[src/rtl/irq_router_pkg.sv]
package irq_router_pkg;
  localparam int NCAUSE  = 4;
  localparam int FIELD_W = 4;
  localparam int DATA_W  = 32;

  typedef enum logic [1:0] {
    SZ_BYTE  = 2'd0,
    SZ_HALF  = 2'd1,
    SZ_WORD  = 2'd2,
    SZ_DWORD = 2'd3
  } acc_size_e;

  localparam int W_VEC  = 0;
  localparam int W_PEND = 1;
  localparam int W_CTRL = 2;
endpackage

[src/rtl/irq_cause_regs.sv]
module irq_cause_regs
  import irq_router_pkg::*;
#(
  parameter int VEC_BITS = 2,
  parameter int ADDR_W   = 4
) (
  input  logic                             clk,
  input  logic                             rst_n,
  input  logic                             req_valid,
  input  logic                             req_write,
  input  logic [ADDR_W-1:0]                req_addr,
  input  logic [1:0]                       req_size,
  input  logic [DATA_W-1:0]                req_wdata,
  input  logic [NCAUSE-1:0]                src_evt,
  output logic                             rsp_valid,
  output logic [DATA_W-1:0]                rsp_rdata,
  output logic                             rsp_err,
  output logic [NCAUSE-1:0][VEC_BITS-1:0]  vec_o,
  output logic [NCAUSE-1:0]                pend_o,
  output logic [NCAUSE-1:0]                new_set_o,
  output logic                             wired_o
);
  localparam int WORD_W = ADDR_W - 2;

  logic [WORD_W-1:0]               word;
  logic                            sel_vec, sel_pend, sel_ctrl, acc_ok, do_wr;
  logic [NCAUSE-1:0][VEC_BITS-1:0] vec_q;
  logic [NCAUSE-1:0]               pend_q, clr, pend_d;
  logic                            wired_q;
  logic [DATA_W-1:0]               rd_comb;
  logic                            unused_wdata;

  assign word     = req_addr[ADDR_W-1:2];
  assign sel_vec  = (word == WORD_W'(W_VEC));
  assign sel_pend = (word == WORD_W'(W_PEND));
  assign sel_ctrl = (word == WORD_W'(W_CTRL));
  assign acc_ok   = req_valid && (req_size == SZ_WORD) && (req_addr[1:0] == 2'b00)
                    && (sel_vec || sel_pend || sel_ctrl);
  assign do_wr    = acc_ok && req_write;
  assign unused_wdata = ^req_wdata;

  assign clr       = (do_wr && sel_pend) ? req_wdata[NCAUSE-1:0] : '0;
  assign pend_d    = (pend_q & ~clr) | src_evt;
  assign new_set_o = src_evt & ~pend_q;

  always_comb begin
    rd_comb = '0;
    if (sel_vec) begin
      for (int c = 0; c < NCAUSE; c++) rd_comb[c*FIELD_W +: VEC_BITS] = vec_q[c];
    end else if (sel_pend) begin
      rd_comb[NCAUSE-1:0] = pend_q;
    end else if (sel_ctrl) begin
      rd_comb[0] = wired_q;
    end
  end

  always_ff @(posedge clk) begin
    if (!rst_n) begin
      vec_q     <= '0;
      pend_q    <= '0;
      wired_q   <= 1'b0;
      rsp_valid <= 1'b0;
      rsp_rdata <= '0;
      rsp_err   <= 1'b0;
    end else begin
      pend_q    <= pend_d;
      rsp_valid <= req_valid;
      rsp_err   <= req_valid && !acc_ok;
      rsp_rdata <= (acc_ok && !req_write) ? rd_comb : '0;
      if (do_wr && sel_vec) begin
        for (int c = 0; c < NCAUSE; c++) vec_q[c] <= req_wdata[c*FIELD_W +: VEC_BITS];
      end
      if (do_wr && sel_ctrl) wired_q <= req_wdata[0];
    end
  end

  assign vec_o   = vec_q;
  assign pend_o  = pend_q;
  assign wired_o = wired_q;
endmodule

[src/rtl/irq_vec_map.sv]
module irq_vec_map
  import irq_router_pkg::*;
#(
  parameter int VEC_BITS = 2,
  localparam int NVEC    = 1 << VEC_BITS
) (
  input  logic [NCAUSE-1:0][VEC_BITS-1:0] vec_i,
  input  logic [NCAUSE-1:0]               pend_i,
  input  logic [NCAUSE-1:0]               new_set_i,
  input  logic                            wired_i,
  output logic [NVEC-1:0]                 wire_irq_o,
  output logic [NVEC-1:0]                 vec_new_o
);
  for (genvar v = 0; v < NVEC; v++) begin : g_vec
    localparam logic [VEC_BITS-1:0] VID = VEC_BITS'(v);
    logic any_pend, any_new;
    always_comb begin
      any_pend = 1'b0;
      any_new  = 1'b0;
      for (int c = 0; c < NCAUSE; c++) begin
        if (vec_i[c] == VID) begin
          any_pend = any_pend | pend_i[c];
          any_new  = any_new  | new_set_i[c];
        end
      end
    end
    assign wire_irq_o[v] = wired_i & any_pend;
    assign vec_new_o[v]  = ~wired_i & any_new;
  end
endmodule

[src/rtl/irq_msg_issue.sv]
module irq_msg_issue #(
  parameter int NVEC = 4
) (
  input  logic            clk,
  input  logic            rst_n,
  input  logic [NVEC-1:0] vec_new_i,
  input  logic [NVEC-1:0] mask_i,
  input  logic [NVEC-1:0] ack_i,
  output logic [NVEC-1:0] req_o
);
  for (genvar v = 0; v < NVEC; v++) begin : g_slot
    logic want_q, iss_q, launch;
    assign launch = want_q & ~mask_i[v] & ~iss_q;
    always_ff @(posedge clk) begin
      if (!rst_n) begin
        want_q <= 1'b0;
        iss_q  <= 1'b0;
      end else begin
        want_q <= (want_q & ~launch) | vec_new_i[v];
        iss_q  <= (iss_q & ~ack_i[v]) | launch;
      end
    end
    assign req_o[v] = iss_q;
  end
endmodule

[src/rtl/irq_vec_router.sv]
module irq_vec_router
  import irq_router_pkg::*;
#(
  parameter int VEC_BITS = 2,
  parameter int ADDR_W   = 4,
  localparam int NVEC    = 1 << VEC_BITS
) (
  input  logic                 clk,
  input  logic                 rst_n,
  input  logic                 req_valid,
  input  logic                 req_write,
  input  logic [ADDR_W-1:0]    req_addr,
  input  logic [1:0]           req_size,
  input  logic [31:0]          req_wdata,
  output logic                 rsp_valid,
  output logic [31:0]          rsp_rdata,
  output logic                 rsp_err,
  input  logic [3:0]           src_evt,
  input  logic [NVEC-1:0]      msg_mask,
  output logic [NVEC-1:0]      msg_req,
  input  logic [NVEC-1:0]      msg_ack,
  output logic [NVEC-1:0]      wire_irq
);
  logic [NCAUSE-1:0][VEC_BITS-1:0] vec_q;
  logic [NCAUSE-1:0]               pend_q, new_set;
  logic                            wired_q;
  logic [NVEC-1:0]                 vec_new;

  irq_cause_regs #(.VEC_BITS(VEC_BITS), .ADDR_W(ADDR_W)) u_regs (
    .clk(clk), .rst_n(rst_n),
    .req_valid(req_valid), .req_write(req_write), .req_addr(req_addr),
    .req_size(req_size), .req_wdata(req_wdata), .src_evt(src_evt),
    .rsp_valid(rsp_valid), .rsp_rdata(rsp_rdata), .rsp_err(rsp_err),
    .vec_o(vec_q), .pend_o(pend_q), .new_set_o(new_set), .wired_o(wired_q)
  );

  irq_vec_map #(.VEC_BITS(VEC_BITS)) u_map (
    .vec_i(vec_q), .pend_i(pend_q), .new_set_i(new_set), .wired_i(wired_q),
    .wire_irq_o(wire_irq), .vec_new_o(vec_new)
  );

  irq_msg_issue #(.NVEC(NVEC)) u_issue (
    .clk(clk), .rst_n(rst_n), .vec_new_i(vec_new), .mask_i(msg_mask),
    .ack_i(msg_ack), .req_o(msg_req)
  );
endmodule

[config.mk]
export PLATFORM = sky130hd
export DESIGN_NAME = irq_vec_router
export DESIGN_NICKNAME = d
export VERILOG_FILES = /design/src/rtl/irq_router_pkg.sv /design/src/rtl/irq_cause_regs.sv /design/src/rtl/irq_vec_map.sv /design/src/rtl/irq_msg_issue.sv /design/src/rtl/irq_vec_router.sv
export SDC_FILE = /design/constraint.sdc
export NUM_CORES = 1
export LEC_CHECK = 0
export CORE_MARGIN = 2
export CORE_UTILIZATION = 42
export CTS_CLUSTER_SIZE = 30
export DETAILED_ROUTE_END_ITERATION = 8
export GPL_ROUTABILITY_DRIVEN = 0
export PLACE_DENSITY = 0.9
export SETUP_SLACK_MARGIN = 0.1
export SYNTH_ARGS = -nofsm -noshare
export SYNTH_HDL_FRONTEND = slang
export SYNTH_SLANG_ARGS = --single-unit
[constraint.sdc]
create_clock -name clk -period 2.8 [get_ports clk]
set_input_delay 0.56 -clock clk [delete_from_list [all_inputs] [get_ports clk]]
set_output_delay 0.56 -clock clk [all_outputs]
set_load 0.1 [all_outputs]
==> impl_metrics.ini <==
[status]
status = complete, no violations

[power]
total_power_mw = 1.080
power_density_nw_per_um2 = 470.0
irDropWorstVdd_v = 0.0002096
p_leak_nw = 0.8915

[timing]
holdWs_ns = 0.5342
layout_worst_path_cycle_share = 0.7775
maxSlewViolCount = 0
setup_viol = 0
rsz0062_at_grt = no
final_hold_viol_count = 0
fmax_mhz = 459.4
skew_ns = 0.007365
min_period_ns = 2.177
final.setup.tns_ns = 0
slew_headroom = 0.6487
worst_pin_slew_ns = 0.5238

[logic_synthesis]
synthCells = 222
ys_seq_area_frac = 0.3614
ys.flop_type = dfxtp_1
synth_edf_count = 0
async_flop_share = 0
yosysWarnings = 0
ys_top_cells_by_area = dfxtp_1 (36%), buf_4 (11%), a21oi_1 (5.5%)
synth.distinct_cells = 39
ys_top_cells_by_count = dfxtp_1 (33), buf_4 (26), a21oi_1 (20), o21ai_0 (20), clkbuf_1 (14)
yosysMostFrequentCell = dfxtp_1
ys_ff_latch = 33
synth_area_sq_um = 1828
syn_area_per_cell_sq_um = 8.234
synth_largest_area_cell = dfxtp_1
synth_top_area_frac = 0.3614

[clock_tree]
cts.path.max_buffers = 2
holdBufCountCts = 0
htree_levels = 2
cts_setup_buffers = 0
cts_tree = yes
cts_sinks = 33
insertion_delay_ns = 0.29
clk_pin_slew_ns = 0.06
cts_buffers = 5
cts_resized = 0
cts-root-buf = clkbuf_8

[worst_setup_path]
arrival_ns = 1.62
cp.depth = 4
start_kind = register
crit_buf_inv = 2
path_class = reg2out
cp_slowest_stage_delay_ns = 0.51
path_delay_family = flip-flops
end_kind = output pin
worstPathRequired_ns = 2.24
crit_chain = inv_1 -> o21a_1 -> a31oi_2 -> buf_4
reg2reg_depth = 3
slowest_stage = dfxtp_1
cp_max_fo = 9

[route]
drc = 0
drt-pass1-iter-count = 4
routedWlPerCell_um = 13.25
antenna_left = 0
drt-initial-drc-count = 81
num_vias = 1639
wl_um = 4174
vias_per_cell = 5.203

[final_layout]
area_delta_synth_final_pct = 25.67
nNetsFinal = 318
fillerInstances = 366
antenna_cells = 0
regArea_sq_um = 660.6
drive_above_1_share = 0.1358
multi_input_area_sq_um = 959.7

[floorplan]
die_area_sq_um = 4896
die_x_um = 69.97
start_util = 0.4473
core_sq_um = 4086
top_level_ports = 96
row_count = 23
die_height_um = 69.97

[grt]
antenna_found_initial = 0
grt_use_total = 0.1780
grt_pass1_vias = 1486
grt_overflow_total = 0
grt_max_degree = 20
grt_pass1_wl_um = 6989

[place]
place_hpwl_um = 3128
io_buffer_count = 51

[min_path]
hold_class = reg2reg
holdPathStages = 2

[flow_run]
drv_cap = 0
state kept, by name, summed over array words and instances (netlist names):
signal                 count
u_regs.rsp_valid           1
u_regs.wired_o             1
u_regs.pend_o              4
u_issue.g_slot.iss_q       4
u_regs.rsp_err             1
u_issue.g_slot.want_q      4
u_regs.vec_o               8
u_regs.rsp_rdata          10
stage by stage:
step / util / instance area [sq um] / setup slack (ns) / cells
after floorplan: - / 1917 / 0.4843 / 243
after global placement: 0.5419 / 2215 / 0.5789 / 307
after detailed placement: 0.5419 / 2215 / 0.5251 / 307
after CTS: 0.5622 / 2297 / 0.6365 / 315
after global routing: 0.5622 / 2297 / 0.5658 / 315
final: 0.5622 / 2297 / 0.6230 / 315
where the power goes:
| part | switching [mW] | leakage, nW | internal, mW |
|---|---|---|---|
| logic | 0.191 | 0.578 | 0.0628 |
| clock network | 0.166 | 0.0450 | 0.172 |
| registers | 0.00990 | 0.268 | 0.478 |
| total | 0.367 | 0.892 | 0.712 |
placed cells by master (no fill, tap or decap), types with 3 or more instances in the layout:
master / count
a21oi_1: 19
a31oi_1: 4
and2_1: 6
buf_4: 23
clkbuf_8: 5
clkdlybuf4s50_1: 31
conb_1: 22
dfxtp_1: 33
inv_1: 12
nand2_1: 7
nand2b_1: 3
nand3_1: 12
nand3b_1: 5
nand4bb_1: 3
nor2_1: 9
nor3b_1: 11
o21a_1: 5
o21ai_0: 20
o31a_1: 3
layer usage:
layer / global-route usage / vias to the layer above / routed length (um)
met5: 0 / - / 0
met4: 0.05769 / 0 / 50
met3: 0.05772 / 6 / 373
met2: 0.2910 / 80 / 2051
met1: 0.2212 / 735 / 1698
li1: - / 818 / -
cell type report:
class / instances / area share
clock inverter: 2 / 0.004357
multi-input combinational: 157 / 0.4178
inverter: 13 / 0.02124
timing repair buffer: 54 / 0.2102
sequential: 33 / 0.2876
tap: 50 / 0.02723
clock buffer: 6 / 0.03159
worst reg2reg max path, stage by stage (launching register included):
cell	delay [ns]
dfxtp_1	0.39
or4b_1	0.54
o311ai_1	0.09
o31a_1	0.15
final timing paths:
check / startpoint / to / slack (ns)
hold reg to reg: u_issue.g_slot[1].iss_q$_SDFF_PN0_ / u_issue.g_slot[1].iss_q$_SDFF_PN0_ / 0.53
hold / removal: u_issue.g_slot[1].iss_q$_SDFF_PN0_ / u_issue.g_slot[1].iss_q$_SDFF_PN0_ / 0.53
setup reg to reg: u_regs.vec_o[1]$_SDFFE_PN0P_ / u_issue.g_slot[0].want_q$_SDFF_PN0_ / 1.57
setup / recovery: u_regs.vec_o[5]$_SDFFE_PN0P_ / wire_irq[3] / 0.62
cells by family (layout without fill, tap and decap cells):
| logic type | after synthesis | after routing | share of synthesized area |
|---|---|---|---|
| mux | 2 | 2 | 0.01095 |
| compound gates | 60 | 60 | 0.1910 |
| flops | 33 | 33 | 0.3614 |
| buf+inv | 53 | 75 | 0.1622 |
| simple gates | 73 | 73 | 0.2724 |
| other cells | 1 | 22 | 0.002051 |
(Power assumes the default switching activity.)
